--- config.mk ---
export PLATFORM = sky130hd
export DESIGN_NAME = mpu_bus_front
export DESIGN_NICKNAME = d
export VERILOG_FILES = /design/src/rtl/mbi_pkg.sv /design/src/rtl/mbi_sync.sv /design/src/rtl/mbi_assembler.sv /design/src/rtl/mbi_rdmux.sv /design/src/rtl/mpu_bus_front.sv
export SDC_FILE = /design/constraint.sdc
export NUM_CORES = 1
export LEC_CHECK = 0
export BUFFER_PORTS_ARGS = -buffer_cell sky130_fd_sc_hd__buf_2
export CAP_MARGIN = 0
export CORE_MARGIN = 10
export CORE_UTILIZATION = 47
export CTS_BUF_LIST = sky130_fd_sc_hd__clkbuf_8
export DETAILED_ROUTE_END_ITERATION = 12
export PLACE_DENSITY = 0.75
export SLEW_MARGIN = 15
export SYNTH_ARGS = -nofsm -noshare
export SYNTH_HDL_FRONTEND = slang
export SYNTH_SLANG_ARGS = --single-unit
--- constraint.sdc ---
create_clock -name clk -period 1.6 [get_ports clk]
set_input_delay 0.08 -clock clk [delete_from_list [all_inputs] [get_ports clk]]
set_output_delay 0.08 -clock clk [all_outputs]
set_load 0.1 [all_outputs]
--- src/rtl/mbi_pkg.sv ---
package mbi_pkg;
    parameter int DW = 8;                 // host data bus width
    parameter int AW = 7;                 // address counter width
    localparam int NW = DW / 2;           // nibble width
    // configuration instruction: bits [DW-1:DW-3] == 3'b001, width bit below them
    localparam logic [2:0] CFG_OPC = 3'b001;
    localparam int CFG_WBIT = DW - 4;

    typedef struct packed {
        logic          en;
        logic          rs;
        logic          rw;
        logic [DW-1:0] d;
    } bus_smp_t;
endpackage

--- src/rtl/mbi_sync.sv ---
module mbi_sync
    import mbi_pkg::*;
#(
    parameter int STAGES = 2
) (
    input  logic     clk,
    input  logic     rst_n,
    input  bus_smp_t raw,
    output bus_smp_t smp,
    output logic     fall
);
    typedef struct packed {
        bus_smp_t [STAGES-1:0] pipe;
        logic                  e_prev;
    } sync_st_t;

    sync_st_t st_d, st_q;

    always_comb begin
        st_d = st_q;
        st_d.pipe[0] = raw;
        for (int i = 1; i < STAGES; i++) begin
            st_d.pipe[i] = st_q.pipe[i-1];
        end
        st_d.e_prev = st_q.pipe[STAGES-1].en;
    end

    always_ff @(posedge clk or negedge rst_n) begin
        if (!rst_n) st_q <= '0;
        else        st_q <= st_d;
    end

    assign smp  = st_q.pipe[STAGES-1];
    assign fall = st_q.e_prev & ~st_q.pipe[STAGES-1].en;
endmodule

--- src/rtl/mbi_assembler.sv ---
module mbi_assembler
    import mbi_pkg::*;
(
    input  logic          clk,
    input  logic          rst_n,
    input  logic          fall,
    input  logic          rs,
    input  logic          rw,
    input  logic [DW-1:0] din,
    output logic          valid,
    output logic          is_data,
    output logic [DW-1:0] dat,
    output logic          pop,
    output logic          wide,
    output logic          lo_phase
);
    typedef struct packed {
        logic          wide;
        logic          lo_phase;
        logic [NW-1:0] hi_nib;
        logic          valid;
        logic          is_data;
        logic [DW-1:0] dat;
        logic          pop;
    } asm_st_t;

    asm_st_t st_d, st_q;
    logic          complete;
    logic [DW-1:0] full_byte;

    always_comb begin
        complete  = st_q.wide | st_q.lo_phase;
        full_byte = st_q.wide ? din : {st_q.hi_nib, din[DW-1:NW]};
        st_d       = st_q;
        st_d.valid = 1'b0;
        st_d.pop   = 1'b0;
        if (fall) begin
            if (!complete) begin
                st_d.hi_nib   = din[DW-1:NW];
                st_d.lo_phase = 1'b1;
            end else begin
                st_d.lo_phase = 1'b0;
                if (!rw) begin
                    st_d.valid   = 1'b1;
                    st_d.is_data = rs;
                    st_d.dat     = full_byte;
                    if (!rs && full_byte[DW-1:DW-3] == CFG_OPC) begin
                        st_d.wide = full_byte[CFG_WBIT];
                    end
                end else if (rs) begin
                    st_d.pop = 1'b1;
                end
            end
        end
    end

    always_ff @(posedge clk or negedge rst_n) begin
        if (!rst_n) begin
            st_q      <= '0;
            st_q.wide <= 1'b1;
        end else begin
            st_q <= st_d;
        end
    end

    assign valid    = st_q.valid;
    assign is_data  = st_q.is_data;
    assign dat      = st_q.dat;
    assign pop      = st_q.pop;
    assign wide     = st_q.wide;
    assign lo_phase = st_q.lo_phase;

    p_single_pulse_r2: assert property (@(posedge clk) disable iff (!rst_n)
        st_q.valid |=> !st_q.valid);
    p_phase_upper_when_wide_r8: assert property (@(posedge clk) disable iff (!rst_n)
        st_q.wide |-> !st_q.lo_phase);
    p_narrow_second_half_r6: assert property (@(posedge clk) disable iff (!rst_n)
        (st_q.valid && !$past(st_q.wide)) |-> $past(st_q.lo_phase));
    p_pop_never_on_write_r5: assert property (@(posedge clk) disable iff (!rst_n)
        st_q.pop |-> !st_q.valid);
endmodule

--- src/rtl/mbi_rdmux.sv ---
module mbi_rdmux
    import mbi_pkg::*;
(
    input  logic          en,
    input  logic          rs,
    input  logic          rw,
    input  logic          wide,
    input  logic          lo_phase,
    input  logic          busy,
    input  logic [AW-1:0] addr,
    input  logic [DW-1:0] rdata,
    output logic [DW-1:0] dout,
    output logic          oe
);
    logic [DW-1:0] sel;

    always_comb begin
        sel = rs ? rdata : {busy, addr};
        oe  = en & rw;
        if (!oe)           dout = '0;
        else if (wide)     dout = sel;
        else if (lo_phase) dout = {sel[NW-1:0], {NW{1'b0}}};
        else               dout = {sel[DW-1:NW], {NW{1'b0}}};
    end
endmodule

--- src/rtl/mpu_bus_front.sv ---
module mpu_bus_front
    import mbi_pkg::*;
(
    input  logic          clk,
    input  logic          rst_n,
    input  logic          bus_en,
    input  logic          bus_rs,
    input  logic          bus_rw,
    input  logic [DW-1:0] bus_d_in,
    output logic [DW-1:0] bus_d_out,
    output logic          bus_d_oe,
    input  logic          exec_busy,
    input  logic [AW-1:0] exec_addr,
    input  logic [DW-1:0] exec_rdata,
    output logic          cmd_valid,
    output logic          cmd_is_data,
    output logic [DW-1:0] cmd_byte,
    output logic          rdata_pop
);
    bus_smp_t raw, smp;
    logic     fall, wide, lo_phase;

    assign raw = '{en: bus_en, rs: bus_rs, rw: bus_rw, d: bus_d_in};

    mbi_sync #(.STAGES(2)) u_sync (
        .clk(clk), .rst_n(rst_n), .raw(raw), .smp(smp), .fall(fall)
    );

    mbi_assembler u_asm (
        .clk(clk), .rst_n(rst_n), .fall(fall),
        .rs(smp.rs), .rw(smp.rw), .din(smp.d),
        .valid(cmd_valid), .is_data(cmd_is_data), .dat(cmd_byte),
        .pop(rdata_pop), .wide(wide), .lo_phase(lo_phase)
    );

    mbi_rdmux u_rdmux (
        .en(smp.en), .rs(smp.rs), .rw(smp.rw), .wide(wide), .lo_phase(lo_phase),
        .busy(exec_busy), .addr(exec_addr), .rdata(exec_rdata),
        .dout(bus_d_out), .oe(bus_d_oe)
    );

    p_oe_only_on_read_r9: assert property (@(posedge clk) disable iff (!rst_n)
        bus_d_oe |-> ($past(bus_rw, 2) && $past(bus_en, 2)));
    p_quiet_bus_when_off_r1: assert property (@(posedge clk) disable iff (!rst_n)
        !bus_d_oe |-> (bus_d_out == '0));
endmodule

==> metrics.cfg <==
[run_status]
outcome=finished with violations
violations=setup timing

[critical_path]
crit_arrival_ns=1.61
required_ns=1.52
endpoint_kind=output pin
startpoint_type=flip-flop
worstPathMaxFanout=4
path_class=flip-flop to output pin

[placed_design]
gp_congestion=0.7367
pre_cts_slack_ns=0.04235
portBuffers=48
hpwl_um=2627

[synth]
synth_seq_area_share=0.6367
synthDistinctLibCells=24
synth_top_area_frac=0.6200
synthCells=125
mappedNetlistArea_sq_mm=0.001574
syn_avg_cell_area_sq_um=12.59
ys_top_cells_by_area=dfrtp_1 62%, mux2i_1 7.6%, mux2_2 5.7%, nand2_1 4.1%, buf_4 3.8%
ys_seq_elements=40
ys_warn_count=0
yosys.area.top_type=dfrtp_1
synth_nets=154

[sta]
fin_ws_ns=-0.09135
grt_setup_unrepaired=yes
tightest_slew_ns=0.5051
hold_ws_ns=0.2834
fin_skew_ns=0.005136
max_freq_mhz=591.2
hold_viol_final=0
setup_tns_ns=-0.2516
slew_violations=0
period_needed_ns=1.691
max_slew_margin=0.6656
final-setup-viol-count=5
finalCritPeriodShare=1.057

[routing]
ant_nets=0
routed_wl_um=3795
viasPerCell=4.788
vias=1154
first_pass_iters=4
drt_iter0_markers=68
wire_per_inst_um=15.75
post-route-drc-count=0

[grt]
grt_use_total=0.1200
grt_antenna_before_repair=0
overflow=0
grt_max_degree=22
grt_pass1_vias=1254
grt_pass1_wl_um=5858

[layout]
drive_gt1_frac=0.5228
nets=225
fin_util=0.7620
layout_commonest_cell=buf_2
syn2layout_area_growth_pct=51.43
final_cell_mix=40 x buf_2, 38 x dfrtp_1, 15 x nand2_1, 12 x dlygate4sd3_1, 11 x buf_4
num_antenna_cells=0

[die]
die_width_um=77.87
initial_core_util=0.5032
core_area_sq_mm=0.003128
io_pins=49
die_h_um=77.87
dieArea_sq_mm=0.006064
row_count=20

[clock_tree]
cts_sinks=40
cts_buffers=5
clk_pin_slew_ns=0.07
cts_tree=built
cts_buffer_depth=2
cts_root_buf=clkbuf_8
cts-htree-levels=2
clock_latency_ns=0.28

[flow_run]
timing.max_cap.violations=0

[power]
p_leak_nw=1.123
finalPower_mw=3.864
p_per_area_mw_per_mm2=1621
ir_drop_mv=0.7425

[min_path]
hp-class=input pin to async pin

[per-stage QoR]
| step | cells | cell area (sq um) |
|---|---|---|
| finish | 241 | 2384 |
| global route | 241 | 2384 |
| CTS | 240 | 2328 |
| detailed placement | 214 | 2026 |
| global placement | 214 | 2026 |
| floorplan | 125 | 1614 |
[power by group]
group	total, mW	internal [mW]	switching [mW]
combinational	1.84	0.501	1.34
sequential	1.37	1.23	0.148
clock	0.654	0.343	0.311
total	3.86	2.07	1.79
[routing by layer]
| layer | GRT usage | wire (um) | up-vias |
|---|---|---|---|
| met5 | 0 | 0 | - |
| met4 | 0.03285 | 53 | 0 |
| met3 | 0.04263 | 177 | 9 |
| met2 | 0.2197 | 2106 | 28 |
| met1 | 0.1264 | 1457 | 566 |
| li1 | - | - | 551 |
[repair_timing]
item / in CTS / in global routing
cloned: 0 / 1
endpoints found under the hold margin: 30 / 0
setup endpoints to repair: 6 / 15
buffers inserted: 6 / 1
resized for setup: 19 / 13
pin swaps: 6 / 2
hold buffers: 12 / 0
[cell type report]
| cell class | instances | area [sq um] |
|---|---|---|
| clock buffers | 6 | 82.58 |
| multi-input cells | 71 | 579.3 |
| fillers | 198 | 744.5 |
| flip-flops and latches | 40 | 1003 |
| inverters | 1 | 3.754 |
| clock inverters | 2 | 11.26 |
| repair buffers | 77 | 648.1 |
| well taps | 44 | 55.05 |
[state kept, by name, summed over array words and instances, names as in the netlist]
signal / flops
u_asm.dat: 8
u_asm.is_data: 1
u_asm.lo_phase: 1
u_asm.pop: 1
u_asm.st_q: 4
u_asm.valid: 1
u_asm.wide: 1
u_sync.smp: 11
u_sync.st_d: 11
u_sync.st_q: 1
[worst max-delay path: stages, from the launching register on]
cell and delay, ns:
dfrtp_2 0.46, buf_12 0.15, mux2_4 0.30, nand2_2 0.06, o21ai_1 0.06, and2_4 0.14, buf_12 0.16
[synth_stat cells]
cell,instances
dfrtp_1,39
dfstp_2,1
nand2b_4,1
mux2i_1,12
o21ai_1,1
nor2b_1,1
a211oi_2,1
or3_1,2
or3b_1,1
buf_2,4
and2_0,1
nor3_1,2
and2_1,4
nor2_1,5
inv_1,1
buf_6,1
nand4b_1,1
o21ai_0,11
mux2_2,8
buf_4,8
nand2b_1,1
nand2_1,17
a21o_1,1
a31oi_1,1
[kinds of logic (layout without fill, tap and decap cells)]
group / after synthesis / after routing / share of synthesized area
buffers and inverters: 14 / 86 / 0.06041
muxes: 20 / 20 / 0.1336
and+or+nand+nor: 36 / 36 / 0.1145
AOI/OAI and AO/OA: 15 / 15 / 0.05485
DFF: 40 / 40 / 0.6367
[worst paths after layout]
kind | startpoint | end | slack [ns] | depth (start not counted)
setup reg to reg | u_asm.wide$_DFFE_PN1P_ | u_asm.dat[1]$_DFFE_PN0P_ | 0.02 | 5
max in group asynchronous | rst_n | u_asm.wide$_DFFE_PN1P_ | 0.78 | 3
min in group clk | u_sync.st_d[20]$_DFF_PN0_ | u_sync.smp[8]$_DFF_PN0_ | 0.35 | 0
setup / recovery | u_sync.smp[9]$_DFF_PN0_ | bus_d_out[5] | -0.09 | 6
hold / removal | rst_n | u_sync.smp[2]$_DFF_PN0_ | 0.28 | 2
hold reg to reg | u_sync.st_d[20]$_DFF_PN0_ | u_sync.smp[8]$_DFF_PN0_ | 0.35 | 0
No activity file was read; power rests on OpenSTA's default activity.
